## src/rtl/pic_port_pkg.sv

```systemverilog
package pic_port_pkg;

    typedef enum logic [1:0] {
        ST_READY   = 2'd0,
        ST_BASE    = 2'd1,
        ST_CASCADE = 2'd2,
        ST_MODE    = 2'd3
    } init_st_e;

    typedef enum logic [2:0] {
        OP_ROT_OFF      = 3'd0,
        OP_EOI          = 3'd1,
        OP_NOP          = 3'd2,
        OP_EOI_LINE     = 3'd3,
        OP_ROT_ON       = 3'd4,
        OP_EOI_ROT      = 3'd5,
        OP_SET_BASE     = 3'd6,
        OP_EOI_LINE_ROT = 3'd7
    } op_e;

endpackage

```

## src/rtl/pic_init_fsm.sv

```systemverilog
module pic_init_fsm
    import pic_port_pkg::*;
(
    input  logic     clk,
    input  logic     rst_n,
    input  logic     restart_i,
    input  logic     single_i,
    input  logic     need4_i,
    input  logic     wr1_i,
    output init_st_e state_o,
    output logic     load_mask_o,
    output logic     load_base_o,
    output logic     load_mode_o
);

    init_st_e state_q, state_n;
    logic     single_q, need4_q;

    always_ff @(posedge clk or negedge rst_n) begin
        if (!rst_n) begin
            state_q <= ST_READY;
        end else begin
            state_q <= state_n;
        end
    end

    always_ff @(posedge clk or negedge rst_n) begin
        if (!rst_n) begin
            single_q <= 1'b0;
            need4_q  <= 1'b0;
        end else if (restart_i) begin
            single_q <= single_i;
            need4_q  <= need4_i;
        end
    end

    always_comb begin
        state_n     = state_q;
        load_mask_o = 1'b0;
        load_base_o = 1'b0;
        load_mode_o = 1'b0;
        if (restart_i) begin
            state_n = ST_BASE;
        end else if (wr1_i) begin
            unique case (state_q)
                ST_READY: load_mask_o = 1'b1;
                ST_BASE: begin
                    load_base_o = 1'b1;
                    if (!single_q)    state_n = ST_CASCADE;
                    else if (need4_q) state_n = ST_MODE;
                    else              state_n = ST_READY;
                end
                ST_CASCADE: state_n = need4_q ? ST_MODE : ST_READY;
                ST_MODE: begin
                    load_mode_o = 1'b1;
                    state_n     = ST_READY;
                end
            endcase
        end
    end

    assign state_o = state_q;


    mode_exit_chk: assert property (@(posedge clk) disable iff (!rst_n)
        (state_q == ST_MODE && wr1_i && !restart_i) |=> (state_q == ST_READY));


    restart_enter_chk: assert property (@(posedge clk) disable iff (!rst_n)
        restart_i |=> (state_q == ST_BASE));

endmodule

```

## src/rtl/pic_isr_pick.sv

```systemverilog
module pic_isr_pick #(
    parameter int N_LINES = 8,
    localparam int LW = $clog2(N_LINES)
) (
    input  logic [N_LINES-1:0] vec_i,
    input  logic [LW-1:0]      base_i,
    output logic               found_o,
    output logic [LW-1:0]      line_o
);

    logic [LW-1:0]      idx [N_LINES];
    logic [N_LINES-1:0] hit;

    for (genvar k = 0; k < N_LINES; k++) begin : g_slot
        assign idx[k] = base_i + LW'(k);
        assign hit[k] = vec_i[idx[k]];
    end

    always_comb begin
        line_o = '0;
        for (int k = N_LINES - 1; k >= 0; k--) begin
            if (hit[k]) line_o = idx[k];
        end
    end

    assign found_o = |vec_i;


    always_comb begin
        isr_pick_chk: assert (!found_o || vec_i[line_o]);
    end

endmodule

```

## src/rtl/pic_host_port.sv

```systemverilog
module pic_host_port
    import pic_port_pkg::*;
#(
    parameter int N_LINES = 8,
    localparam int LW = $clog2(N_LINES)
) (
    input  logic               clk,
    input  logic               rst_n,
    input  logic               wr_en_i,
    input  logic               rd_en_i,
    input  logic               addr_i,
    input  logic [7:0]         wdata_i,
    output logic [7:0]         rdata_o,
    input  logic [N_LINES-1:0] pend_i,
    input  logic               res_valid_i,
    input  logic [LW-1:0]      res_line_i,
    input  logic               ack_en_i,
    input  logic [LW-1:0]      ack_line_i,
    output logic [N_LINES-1:0] pend_clr_o,
    output logic [N_LINES-1:0] isr_o,
    output logic [N_LINES-1:0] imr_o,
    output logic [LW-1:0]      prio_base_o,
    output logic [7:0]         vec_base_o,
    output logic               spec_mask_o,
    output logic               nested_o,
    output logic               auto_eoi_o,
    output logic [1:0]         init_step_o
);

    // Host write decode
    logic wr0, wr1, restart, sel_cmd, op_cmd, poll_rd;
    op_e  op;
    logic [LW-1:0] op_line, poll_line;

    assign wr0       = wr_en_i & ~addr_i;
    assign wr1       = wr_en_i & addr_i;
    assign restart   = wr0 & wdata_i[4];
    assign sel_cmd   = wr0 & ~wdata_i[4] & wdata_i[3];
    assign op_cmd    = wr0 & ~wdata_i[4] & ~wdata_i[3];
    assign op        = op_e'(wdata_i[7:5]);
    assign op_line   = wdata_i[LW-1:0];

    // State registers and their next values
    logic [N_LINES-1:0] isr_q, isr_n, imr_q, imr_n, pclr_q, pclr_n;
    logic [LW-1:0]      base_q, base_n;
    logic [7:0]         vbase_q, vbase_n, rdata_q;
    logic rdsel_q, rdsel_n, poll_q, poll_n, smm_q, smm_n;
    logic aeoi_q, aeoi_n, rot_q, rot_n, nest_q, nest_n;

    assign poll_rd   = rd_en_i & poll_q;
    assign poll_line = res_valid_i ? res_line_i : LW'(N_LINES - 1);

    init_st_e step;
    logic     ld_mask, ld_base, ld_mode;

    pic_init_fsm u_fsm (
        .clk         (clk),
        .rst_n       (rst_n),
        .restart_i   (restart),
        .single_i    (wdata_i[1]),
        .need4_i     (wdata_i[0]),
        .wr1_i       (wr1),
        .state_o     (step),
        .load_mask_o (ld_mask),
        .load_base_o (ld_base),
        .load_mode_o (ld_mode)
    );

    logic          pk_found;
    logic [LW-1:0] pk_line;

    pic_isr_pick #(.N_LINES(N_LINES)) u_pick (
        .vec_i   (isr_q),
        .base_i  (base_q),
        .found_o (pk_found),
        .line_o  (pk_line)
    );

    always_comb begin
        isr_n   = isr_q;
        imr_n   = imr_q;
        base_n  = base_q;
        vbase_n = vbase_q;
        rdsel_n = rdsel_q;
        poll_n  = poll_q;
        smm_n   = smm_q;
        aeoi_n  = aeoi_q;
        rot_n   = rot_q;
        nest_n  = nest_q;
        pclr_n  = '0;
        if (restart) begin
            isr_n   = '0;
            imr_n   = '0;
            base_n  = '0;
            vbase_n = '0;
            rdsel_n = 1'b0;
            poll_n  = 1'b0;
            smm_n   = 1'b0;
            aeoi_n  = 1'b0;
            rot_n   = 1'b0;
            nest_n  = 1'b0;
            pclr_n  = '1;
        end else begin
            if (ld_mask) imr_n = wdata_i[N_LINES-1:0];
            if (ld_base) vbase_n = {wdata_i[7:LW], LW'(0)};
            if (ld_mode) begin
                nest_n = wdata_i[4];
                aeoi_n = wdata_i[1];
            end
            if (sel_cmd) begin
                if (wdata_i[2]) poll_n  = 1'b1;
                if (wdata_i[1]) rdsel_n = wdata_i[0];
                if (wdata_i[6]) smm_n   = wdata_i[5];
            end
            if (op_cmd) begin
                unique case (op)
                    OP_ROT_OFF, OP_ROT_ON: rot_n = wdata_i[7];
                    OP_EOI, OP_EOI_ROT: begin
                        if (pk_found) begin
                            isr_n[pk_line] = 1'b0;
                            if (op == OP_EOI_ROT) base_n = pk_line + LW'(1);
                        end
                    end
                    OP_EOI_LINE: isr_n[op_line] = 1'b0;
                    OP_SET_BASE: base_n = op_line + LW'(1);
                    OP_EOI_LINE_ROT: begin
                        isr_n[op_line] = 1'b0;
                        base_n         = op_line + LW'(1);
                    end
                    OP_NOP: ;
                endcase
            end
            if (poll_rd) begin
                poll_n = 1'b0;
                if (res_valid_i) begin
                    isr_n[res_line_i]  = 1'b0;
                    pclr_n[res_line_i] = 1'b1;
                end
            end
            if (ack_en_i) begin
                if (aeoi_q) begin
                    if (rot_q) base_n = ack_line_i + LW'(1);
                end else begin
                    isr_n[ack_line_i] = 1'b1;
                end
            end
        end
    end

    always_ff @(posedge clk or negedge rst_n) begin
        if (!rst_n) begin
            isr_q   <= '0;
            imr_q   <= '0;
            base_q  <= '0;
            vbase_q <= '0;
            rdsel_q <= 1'b0;
            poll_q  <= 1'b0;
            smm_q   <= 1'b0;
            aeoi_q  <= 1'b0;
            rot_q   <= 1'b0;
            nest_q  <= 1'b0;
            pclr_q  <= '0;
        end else begin
            isr_q   <= isr_n;
            imr_q   <= imr_n;
            base_q  <= base_n;
            vbase_q <= vbase_n;
            rdsel_q <= rdsel_n;
            poll_q  <= poll_n;
            smm_q   <= smm_n;
            aeoi_q  <= aeoi_n;
            rot_q   <= rot_n;
            nest_q  <= nest_n;
            pclr_q  <= pclr_n;
        end
    end

    // Read path: registered, updated only on a read strobe
    always_ff @(posedge clk or negedge rst_n) begin
        if (!rst_n) begin
            rdata_q <= '0;
        end else if (rd_en_i) begin
            if (poll_q)       rdata_q <= 8'(poll_line);
            else if (addr_i)  rdata_q <= 8'(imr_q);
            else if (rdsel_q) rdata_q <= 8'(isr_q);
            else              rdata_q <= 8'(pend_i);
        end
    end

    assign rdata_o     = rdata_q;
    assign pend_clr_o  = pclr_q;
    assign isr_o       = isr_q;
    assign imr_o       = imr_q;
    assign prio_base_o = base_q;
    assign vec_base_o  = vbase_q;
    assign spec_mask_o = smm_q;
    assign nested_o    = nest_q;
    assign auto_eoi_o  = aeoi_q;
    assign init_step_o = step;


    init_clear_chk: assert property (@(posedge clk) disable iff (!rst_n)
        restart |=> (isr_o == '0 && imr_o == '0 && pend_clr_o == '1));


    mask_load_chk: assert property (@(posedge clk) disable iff (!rst_n)
        (wr1 && step == ST_READY) |=> (imr_o == $past(wdata_i[N_LINES-1:0])));


    poll_once_chk: assert property (@(posedge clk) disable iff (!rst_n)
        (poll_rd && !restart) |=> !poll_q);


    pclr_onehot_chk: assert property (@(posedge clk) disable iff (!rst_n)
        (pend_clr_o != '1) |-> $onehot0(pend_clr_o));


    ack_isr_chk: assert property (@(posedge clk) disable iff (!rst_n)
        (ack_en_i && !aeoi_q && !wr_en_i && !rd_en_i) |=> isr_o[$past(ack_line_i)]);

endmodule

```

## config.mk

```make
export PLATFORM = sky130hd
export DESIGN_NAME = pic_host_port
export DESIGN_NICKNAME = d
export VERILOG_FILES = /design/src/rtl/pic_port_pkg.sv /design/src/rtl/pic_init_fsm.sv /design/src/rtl/pic_isr_pick.sv /design/src/rtl/pic_host_port.sv
export SDC_FILE = /design/constraint.sdc
export NUM_CORES = 1
export LEC_CHECK = 0
export ABC_AREA = 1
export ABC_CLOCK_PERIOD_IN_PS = 2300
export BUFFER_PORTS_ARGS = -buffer_cell sky130_fd_sc_hd__buf_2
export CAP_MARGIN = 20
export CORE_AREA = 2 2 87 89
export DETAILED_ROUTE_END_ITERATION = 12
export DIE_AREA = 0 0 89 91
export PLACE_DENSITY = 0.74
export SYNTH_ARGS = -nofsm -noshare
export SYNTH_HDL_FRONTEND = slang
export SYNTH_SLANG_ARGS = --single-unit
```

## constraint.sdc

```tcl
create_clock -name clk -period 2.3 [get_ports clk]
set_input_delay 0.46 -clock clk [delete_from_list [all_inputs] [get_ports clk]]
set_output_delay 0.46 -clock clk [all_outputs]
set_load 0.02 [all_outputs]
```

==> results of run 1 <==
[flip-flops by register name, summed over array words and instances, names as in the netlist, 2 cells and up]
signal	cells
imr_o	8
isr_o	8
pend_clr_o	8
prio_base_o	3
rdata_o	8
u_fsm.state_o	2
vec_base_o	5
[routing by layer]
metal / vias up / share of wire [%] / track usage, %
met4: 0 / 2.4 / 7.84
met1: 1715 / 45 / 35.8
li1: 1790 / - / -
met5: - / 0 / 0
met3: 24 / 5.7 / 3.82
met2: 148 / 47 / 37.1
[report_power, final]
part	internal [mW]	switching, mW	leakage, nW
clock network	0.228	0.333	0.0506
logic	0.783	1.33	1.53
registers	1.06	0.179	0.633
total	2.07	1.84	2.21
[final cells by class]
| type | count | area [um^2] |
|---|---|---|
| clock inverter | 3 | 28.8 |
| clock buffer | 5 | 68.8 |
| fill | 692 | 2810 |
| multi-input combinational | 360 | 2050 |
| inverter | 55 | 226 |
| sequential | 50 | 1250 |
| tap | 99 | 124 |
| timing repair buffer | 99 | 582 |
[cells in the final DEF (no fill, tap or decap), drive strengths merged, types with 3 or more instances in the layout]
master	n
nand2	133
buf	99
nand3	63
inv	56
dfrtp	50
a21oi	44
o21ai	43
nor2	28
a31oi	9
nand4	7
o31ai	6
o211ai	5
clkbuf	5
ha	5
nor3	4
o22ai	3
conb	3
[through the flow]
stage	std cells	power [mW]
floorplan	480	2.43
global placement	653	2.96
detailed placement	653	2.98
CTS	665	3.63
global route	671	4.15
finish	671	3.91
[cells by family (layout without fill, tap and decap cells)]
logic type,after synthesis,after routing,share of synthesized area (%)
buf+inv,70,162,8.78
other cells,1,3,0.111
compound gates,112,112,18.1
xor+xnor,2,2,0.741
flops,50,50,37.1
simple gates,238,238,33.4
fa+ha+maj,5,5,1.85
[worst max path at each step]
stage | cells past startpoint | to | startpoint | slack (ns)
detailed placement | 23 | prio_base_o[2] | prio_base_o[1] | -0.03
global route | 22 | prio_base_o[2] | prio_base_o[1] | -0.22
floorplan | 23 | prio_base_o[2] | prio_base_o[1] | -0.06
global placement | 23 | prio_base_o[2] | prio_base_o[1] | 0.02
finish | 22 | prio_base_o[2] | prio_base_o[1] | -0.11
CTS | 22 | prio_base_o[2] | prio_base_o[0] | -0.02
[timing repair]
item / in CTS / in global routing
pin swaps: 6 / 17
endpoints found under the setup margin: 2 / 11
buffers inserted: 4 / 5
resized for setup: 16 / 31
==> results by group, run 1 <==
GRT
  – Grt ovf: 0
  – Vias in the first global route: roughly 3,400
  – First-pass GRT wire length: roughly 16,000 um
  – Antenna violations before repair: 0
  – Largest net degree at the start of global routing: between 50 and 60
  – Tot GR Track Use: between 20% and 30%

Synthesis
  – Commonest cells post-synth: 119 x nand2_1, 50 x dfrtp_1, 48 x nand3_1, 47 x inv_1, 44 x a21oi_1
  – Post-synth top flop: dfrtp_1
  – Cells after Synth: ~480
  – Synth top area cells: dfrtp_1 37%, nand2_1 13%, nand3_1 7.1%, a21oi_1 6.5%, o21ai_0 6.1%
  – Synth unique cells: 32
  – EDFF count, synth: 0
  – Top cell type's share of synthesized area: 37.1%
  – Synth Register Bits: 50
  – Post-Syn Area: 0.00338 mm^2
  – Syn Area/Cell: slightly above 7 um^2
  – Top-count cell post-synth: nand2_1
  – Synthesis warning total: 0
  – Async SR Flop Fraction: 100%
  – Post-synth top area cell: dfrtp_1
  – Seq/Total Area, Yosys: between 30% and 40%

Floorplan
  – Core Footprint: just over 0.007 mm^2
  – Die width: 89 um
  – Initial core utilization: between 40% and 50%
  – Total die area: between 0.008 and 0.009 mm^2
  – Placement Rows: 31
  – I/O pins: between 70 and 80
  – Die H: 91 um

Critical path
  – Arrival time worst endpoint: 2.62 ns
  – Reg2reg end: prio_base_o[2]
  – FF-to-FF Start: prio_base_o[1]
  – Critical Path Fanout Max: 6
  – Critical path capture point type: register
  – CP delay by family, top: simple AND/OR/NAND/NOR gates
  – Crit path kind: register to register
  – Number of buffers and inverters on the critical path: 3
  – Critical path cell sequence: inv_8, ha_4, inv_8, nand3_4, nand3_2, nand2_2, nand2_1, o21ai_1, nand2_1, nand2_1, nand2_1, nand2_2, nand2_4, nand2_4, ha_4, inv_2, nand3_2, nand3_2, nand2_2, nand2_1, nand2_1, a21oi_1
  – Startpoint Class: register
  – Worst EP required: 2.51 ns
  – Max incr delay on CP: 0.44 ns
  – R2r setup slk: -0.11 ns
  – CP max-delay cell: dfrtp_2
  – Cells on worst reg2reg path: 22
  – Crit path top cell by count: nand2_1

Layout
  – Post-layout util: between 60% and 70%
  – Layout area overhead: 28.2%
  – Layout cells sized above 1: between 30% and 40%
  – Post-layout nets: 605
  – # diodes: 0
  – Final instance area: 0.00433 mm^2

Routing
  – Residual DRC: 0
  – Wire per inst: roughly 15 um
  – Post-route ant nets: 0
  – Via count: about 3,700
  – Via density: between 5 and 6
  – Initial DRC count: roughly 340
  – Total Wirelength: about 10,000 um
  – TritonRoute pass-1 iters: 6

Clocking
  – Skew-Pair Late Insertion Delay: approximately 0.32 ns
  – Clock slew at reported path FFs: between 0.1 and 0.15 ns
  – Total CTS buffers: 5
  – Clock sinks: 50
  – Max Root-Sink Buffers: 2
  – CTS tree: yes
  – H-tree depth: 2
  – CTS Hold Bufs: 0
  – Clk root buf: clkbuf_8

STA
  – Max Clock Freq: 0.415 GHz
  – Post-route setup slack: -0.110 ns
  – Setup violators final: 6
  – Hold Slack: roughly 0.24 ns
  – Final hold violation count: 0
  – Max Clock Skew: between 0.01 and 0.015 ns
  – Min cycle time layout: 2.41 ns
  – Worst rel slew slack: 58.6%
  – Final TNS setup: -0.313 ns
  – Measured slew at the worst slew-check pin: just over 0.6 ns
  – Part of the cycle the worst path needs: 105%
  – RSZ-0062 raised after global routing: true
  – Final Max Slew Viols: 0

Placement
  – Placed Area: between 0.003 and 0.004 mm^2
  – Hpwl dp: 7350 um
  – Port-buffer cells: 73
  – GPL Wtd Cong: 0.926
  – Placement Setup Slack: -0.0349 ns

Min path
  – Worst Hold Class: input port to async pin

Power and ir drop
  – Leak pwr: about 2.2 nW
  – PD cells: 902 mW/mm^2
  – Peak supply drop: roughly 0.47 mV

Status
  – Failing checks: setup timing
  – Status: finished with violations

Job
  – Max cap viols: 0
(Power assumes the default switching activity.)
==> run 2, diff against run 1 <==
Settings changed: BUFFER_PORTS_ARGS -buffer_cell sky130_fd_sc_hd__buf_2 to unset, CORE_AREA 2 2 87 89 to 2 2 80 82, DIE_AREA 0 0 89 91 to 0 0 82 84, DONT_BUFFER_PORTS set to 1.
==> run 2 against run 1 <==
Compared with the run above:
- the run still ends with setup timing left
- worst setup slack got worse by 0.11 ns
- worst hold slack improved by 0.038 ns
- total power decreased by 2.5%
- sequential power increased by 15%
- combinational power decreased by 13%
- first-iteration DRC count increased by 72%
- die area decreased by 15%
- cell count decreased by 13%
- global-route usage increased by 5.8 points
- clock power increased by 1%
- count of clock-buffer cells in the layout unchanged
==> results by group, run 2 (synthesis gave the netlist of run 1 again) <==
STA
  – Min cycle time layout: 2.52 ns
  – Setup violators final: 11
  – Measured slew at the worst slew-check pin: a little under 1 ns
  – Final hold violation count: 0
  – Part of the cycle the worst path needs: 110%
  – Max Clock Freq: 0.397 GHz
  – Worst rel slew slack: 35.3%
  – Max Clock Skew: around 0.011 ns
  – Final Max Slew Viols: 0
  – RSZ-0062 raised after global routing: true
  – Final TNS setup: -1.49 ns
  – Post-route setup slack: -0.220 ns

Placement
  – GPL Wtd Cong: between 1 and 1.5
  – Hpwl dp: roughly 7500 um
  – Port-buffer cells: 0

Floorplan
  – Die width: ~80 um
  – Core Footprint: 0.00610 mm^2
  – Total die area: 0.00689 mm^2
  – I/O pins: 77
  – Die H: approximately 84 um
  – Initial core utilization: 55.4%
  – Placement Rows: 29

Routing
  – Via count: about 3,600
  – Total Wirelength: ~11,000 um
  – Wire per inst: between 15 and 20 um
  – Initial DRC count: 587
  – TritonRoute pass-1 iters: 5
  – Via density: between 6 and 7
  – Post-route ant nets: 0
  – Residual DRC: 0

Clocking
  – Skew-Pair Late Insertion Delay: 0.32 ns
  – H-tree depth: 2
  – Clock sinks: 50
  – Clk root buf: clkbuf_8
  – Max Root-Sink Buffers: 2
  – Total CTS buffers: 5
  – Clock slew at reported path FFs: roughly 0.11 ns
  – CTS tree: yes

Status
  – Status: finished with violations
  – Failing checks: setup timing

GRT
  – Largest net degree at the start of global routing: ~50
  – Vias in the first global route: between 3,000 and 4,000
  – First-pass GRT wire length: 16,200 um
  – Grt ovf: 0
  – Antenna violations before repair: 0
  – Tot GR Track Use: between 30% and 40%

Critical path
  – Startpoint Class: register
  – Crit path kind: register to register
  – Critical path capture point type: register
  – Worst EP required: around 2.5 ns
  – Arrival time worst endpoint: 2.72 ns
  – Critical Path Fanout Max: 6

Job
  – Max cap viols: 0

Power and ir drop
  – Peak supply drop: 0.582 mV
  – Leak pwr: between 1.5 and 2 nW
  – Final total power: approximately 3.8 mW
  – PD cells: 947 mW/mm^2

Layout
  – Commonest non-fill, non-tap cell in the layout: nand2_1
  – Layout cells sized above 1: a little under a quarter
  – Layout area overhead: 19.2%
  – Post-layout nets: 540
  – # diodes: 0
  – Footprint of the multi-input gates: a little over 0.002 mm^2
  – Most frequent cells in the layout: 109 x nand2_1, 47 x dfrtp_1, 44 x inv_1
  – Reg area: 0.00125 mm^2
  – Filler instances: slightly above 500

Min path
  – Worst Hold Class: input port to register
run 2: timing repair:
action                                  in CTS  in global routing
endpoints found under the setup margin       2                 11
resized for setup                           17                 36
hold endpoints to repair                    50                  0
pin swaps                                   10                 23
setup buffers                                8                  4
hold buffers                                 2                  0
run 2: report_power, final:
group | leakage [nW] | switching [mW] | internal, mW
Combinational | 1.25 | 1.14 | 0.686
Sequential | 0.633 | 0.359 | 1.06
Clock | 0.0502 | 0.341 | 0.226
run 2: layout make-up:
class | instances | area share (%)
timing repair buffer | 34 | 7.27
sequential | 50 | 31.2
tap | 77 | 2.39
clock inverter | 3 | 0.715
clock buffer | 5 | 1.71
inverter | 55 | 5.56
multi-input combinational | 360 | 51.2
run 2: path summary, 6_finish.rpt:
| check | slack, ns | cells past startpoint | endpoint | startpoint |
|---|---|---|---|---|
| worst max-delay path | -0.22 | 17 | isr_o[4] | prio_base_o[0] |
| worst min-delay path | 0.28 | 2 | u_fsm.need4_q | wdata_i[0] |
| worst max register to register | -0.22 | 17 | isr_o[4] | prio_base_o[0] |
| worst min register to register | 0.51 | 2 | rdsel_q | rdsel_q |
| max in group asynchronous | 1.39 | 2 | prio_base_o[1] | rst_n |
| min in group asynchronous | 0.68 | 2 | rdata_o[6] | rst_n |
run 2: layer usage:
metal | vias up | GRT usage (%) | wire [um]
met1 | 1647 | 43.6 | 4450
met4 | 0 | 8.79 | 330
met3 | 44 | 6.39 | 965
met5 | - | 0 | 0
li1 | 1667 | - | -
met2 | 211 | 45.5 | 4800
run 2: worst max-delay path: stages (launching register included):
cell and delay [ns]:
dfrtp_2 0.45, inv_2 0.09, ha_4 0.25, inv_8 0.10
nand3_4 0.09, nand3_2 0.14, nand2_1 0.13, nor2_2 0.17
o21ai_1 0.13, nand3_1 0.16, nand2_4 0.08, buf_4 0.14
inv_2 0.08, nand4_1 0.13, nand2_1 0.10, nand2_1 0.05
nand2_1 0.06, nand2_1 0.05
run 2: stage by stage:
step	utilization (%)	worst slack (ns)	hold slack [ns]	instances	area (um^2)
floorplan	-	-0.0622	0.164	480	3430
global placement	59.2	0.0397	0.165	565	3610
detailed placement	59.2	-0.0697	0.166	565	3610
CTS	63.5	-0.0280	0.274	583	3870
global route	66.0	-0.351	0.287	584	4030
finish	66.0	-0.220	0.278	584	4030
==> run 3, diff against run 2 <==
Settings changed: SKIP_CTS_REPAIR_TIMING set to 1.
==> run 3 against run 2 <==
Compared with the run above:
- the flow still finishes with violations (setup timing)
- cell count down 0.17%
- wire length down 1.4%
- critical path depth down 1
- design area down 0.75%
- fmax down 0.41%
- clock skew about the same
- utilization down 0.49 points
- worst setup slack worse by 0.010 ns
- non-clock buffer count down 1
- sequential power about the same
==> results by group, run 3 (synthesis gave the netlist of run 1 again) <==
Routing
  – Via density: around 6.1
  – Wire per inst: around 18 um
  – Residual DRC: 0
  – Via count: 3,560
  – Total Wirelength: around 10,000 um
  – TritonRoute pass-1 iters: 6
  – Initial DRC count: about 500
  – Post-route ant nets: 0

Critical path
  – Critical path capture point type: register
  – Reg2reg end: prio_base_o[1]
  – CP max-delay cell: dfrtp_2
  – Arrival time worst endpoint: 2.74 ns
  – Cells on worst reg2reg path: 16
  – FF-to-FF Start: prio_base_o[0]
  – R2r setup slk: -0.23 ns
  – Worst EP required: between 2 and 3 ns
  – Critical path cell sequence: inv_2, ha_4, inv_8, nand3_4, nand3_4, nand2_4, a21oi_1, o21ai_1, nand2_1, nand2_2, nand2_4, ha_4, nand2_2, a21oi_2, nor3_2, nor2_1
  – Critical Path Fanout Max: 6
  – Max incr delay on CP: approximately 0.44 ns
  – Crit path kind: register to register
  – Startpoint Class: register

STA
  – Min cycle time layout: 2.53 ns
  – Final Max Slew Viols: 0
  – Part of the cycle the worst path needs: 110%
  – Max Clock Freq: roughly 0.40 GHz
  – Hold Slack: 0.283 ns
  – RSZ-0062 raised after global routing: true
  – Worst rel slew slack: around a third
  – Measured slew at the worst slew-check pin: 0.965 ns
  – Post-route setup slack: -0.230 ns
  – Setup violators final: 10
  – Final hold violation count: 0
  – Max Clock Skew: roughly 0.011 ns

Layout
  – Layout cells sized above 1: 20.6%
  – Reg area: 0.00125 mm^2
  – # diodes: 0
  – Footprint of the multi-input gates: ~0.0020 mm^2
  – Post-layout util: around two thirds
  – Non-Filler Instances: between 500 and 600
  – Commonest non-fill, non-tap cell in the layout: nand2_1
  – Post-layout nets: 539
  – Layout area overhead: 18.3%
  – Most frequent cells in the layout: 112 x nand2_1, 47 x dfrtp_1, 46 x inv_1
  – Filler instances: 521

Placement
  – GPL Wtd Cong: between 1 and 1.5
  – Port-buffer cells: 0
  – Placed insts: ~570
  – Placement Setup Slack: -0.0697 ns
  – Hpwl dp: ~7500 um

Floorplan
  – Total die area: just under 0.007 mm^2
  – Die width: about 82 um
  – I/O pins: slightly below 80
  – Initial core utilization: between 50% and 60%
  – Die H: ~84 um
  – Placement Rows: 29
  – Core Footprint: between 0.006 and 0.007 mm^2

Clocking
  – Skew-Pair Late Insertion Delay: 0.31 ns
  – Clk root buf: clkbuf_8
  – Max Root-Sink Buffers: 2
  – Clock sinks: 50
  – CTS tree: yes
  – Clock slew at reported path FFs: about 0.11 ns
  – Total CTS buffers: 5
  – H-tree depth: 2

GRT
  – Antenna violations before repair: 0
  – Largest net degree at the start of global routing: 51
  – Tot GR Track Use: 29.2%
  – First-pass GRT wire length: about 16,000 um
  – Vias in the first global route: between 3,000 and 4,000
  – Grt ovf: 0

Min path
  – Worst Hold Depth: 2
  – Hold path start: wdata_i[0]
  – Worst Hold Class: input port to register
  – Hold Path Sink: u_fsm.need4_q

Status
  – Status: finished with violations
  – Failing checks: setup timing

Power and ir drop
  – Peak supply drop: 0.581 mV
  – PD cells: approximately 930 mW/mm^2
  – Leak pwr: around 1.9 nW
  – Final total power: approximately 3.7 mW

Job
  – Max cap viols: 0
run 3: worst max path at each step:
stage,from,endpoint,cells after the start
3_5_place_dp,prio_base_o[1],prio_base_o[2],23
4_1_cts,prio_base_o[1],prio_base_o[2],23
6_report,prio_base_o[0],prio_base_o[1],16
3_3_place_gp,prio_base_o[1],prio_base_o[2],23
5_1_grt,prio_base_o[0],prio_base_o[1],19
2_1_floorplan,prio_base_o[1],prio_base_o[2],23
run 3: area by class of cell:
class                           count  area share (%)
Multi-Input combinational cell    360            51.0
Sequential cell                    50            31.4
Timing Repair Buffer               33            7.05
Inverter                           55            5.67
Tap cell                           77            2.41
Clock buffer                        5            1.72
Clock inverter                      3           0.720
run 3: routing by layer:
| metal | up-vias | share of wire [%] | track usage [%] |
|---|---|---|---|
| li1 | 1665 | - | - |
| met1 | 1634 | 40 | 41.9 |
| met2 | 218 | 45 | 44.4 |
| met3 | 43 | 11 | 6.60 |
| met4 | 0 | 3.3 | 6.67 |
| met5 | - | 0 | 0 |
run 3: power by group:
part / total [mW] / switching [mW] / internal, mW / leakage (nW)
sequential: 1.42 / 0.360 / 1.06 / 0.633
combinational: 1.75 / 1.09 / 0.661 / 1.24
clock: 0.560 / 0.334 / 0.226 / 0.0502
total: 3.73 / 1.79 / 1.94 / 1.92
run 3: worst max-delay path: cells and delay by family (launching register included):
family / cells / cell delay [ns]
fa+ha+maj: 2 / 0.60
flops: 1 / 0.44
simple gates: 9 / 0.90
compound gates: 3 / 0.32
buf+inv: 2 / 0.15
run 3: per-stage QoR:
| step | instance area [um^2] | setup TNS, ns |
|---|---|---|
| 3_3_place_gp | 3610 | 0 |
| 2_1_floorplan | 3430 | -0.116 |
| 5_1_grt | 4000 | -2.16 |
| 4_1_cts | 3700 | -0.144 |
| 3_5_place_dp | 3610 | -0.105 |
| 6_report | 4000 | -1.16 |
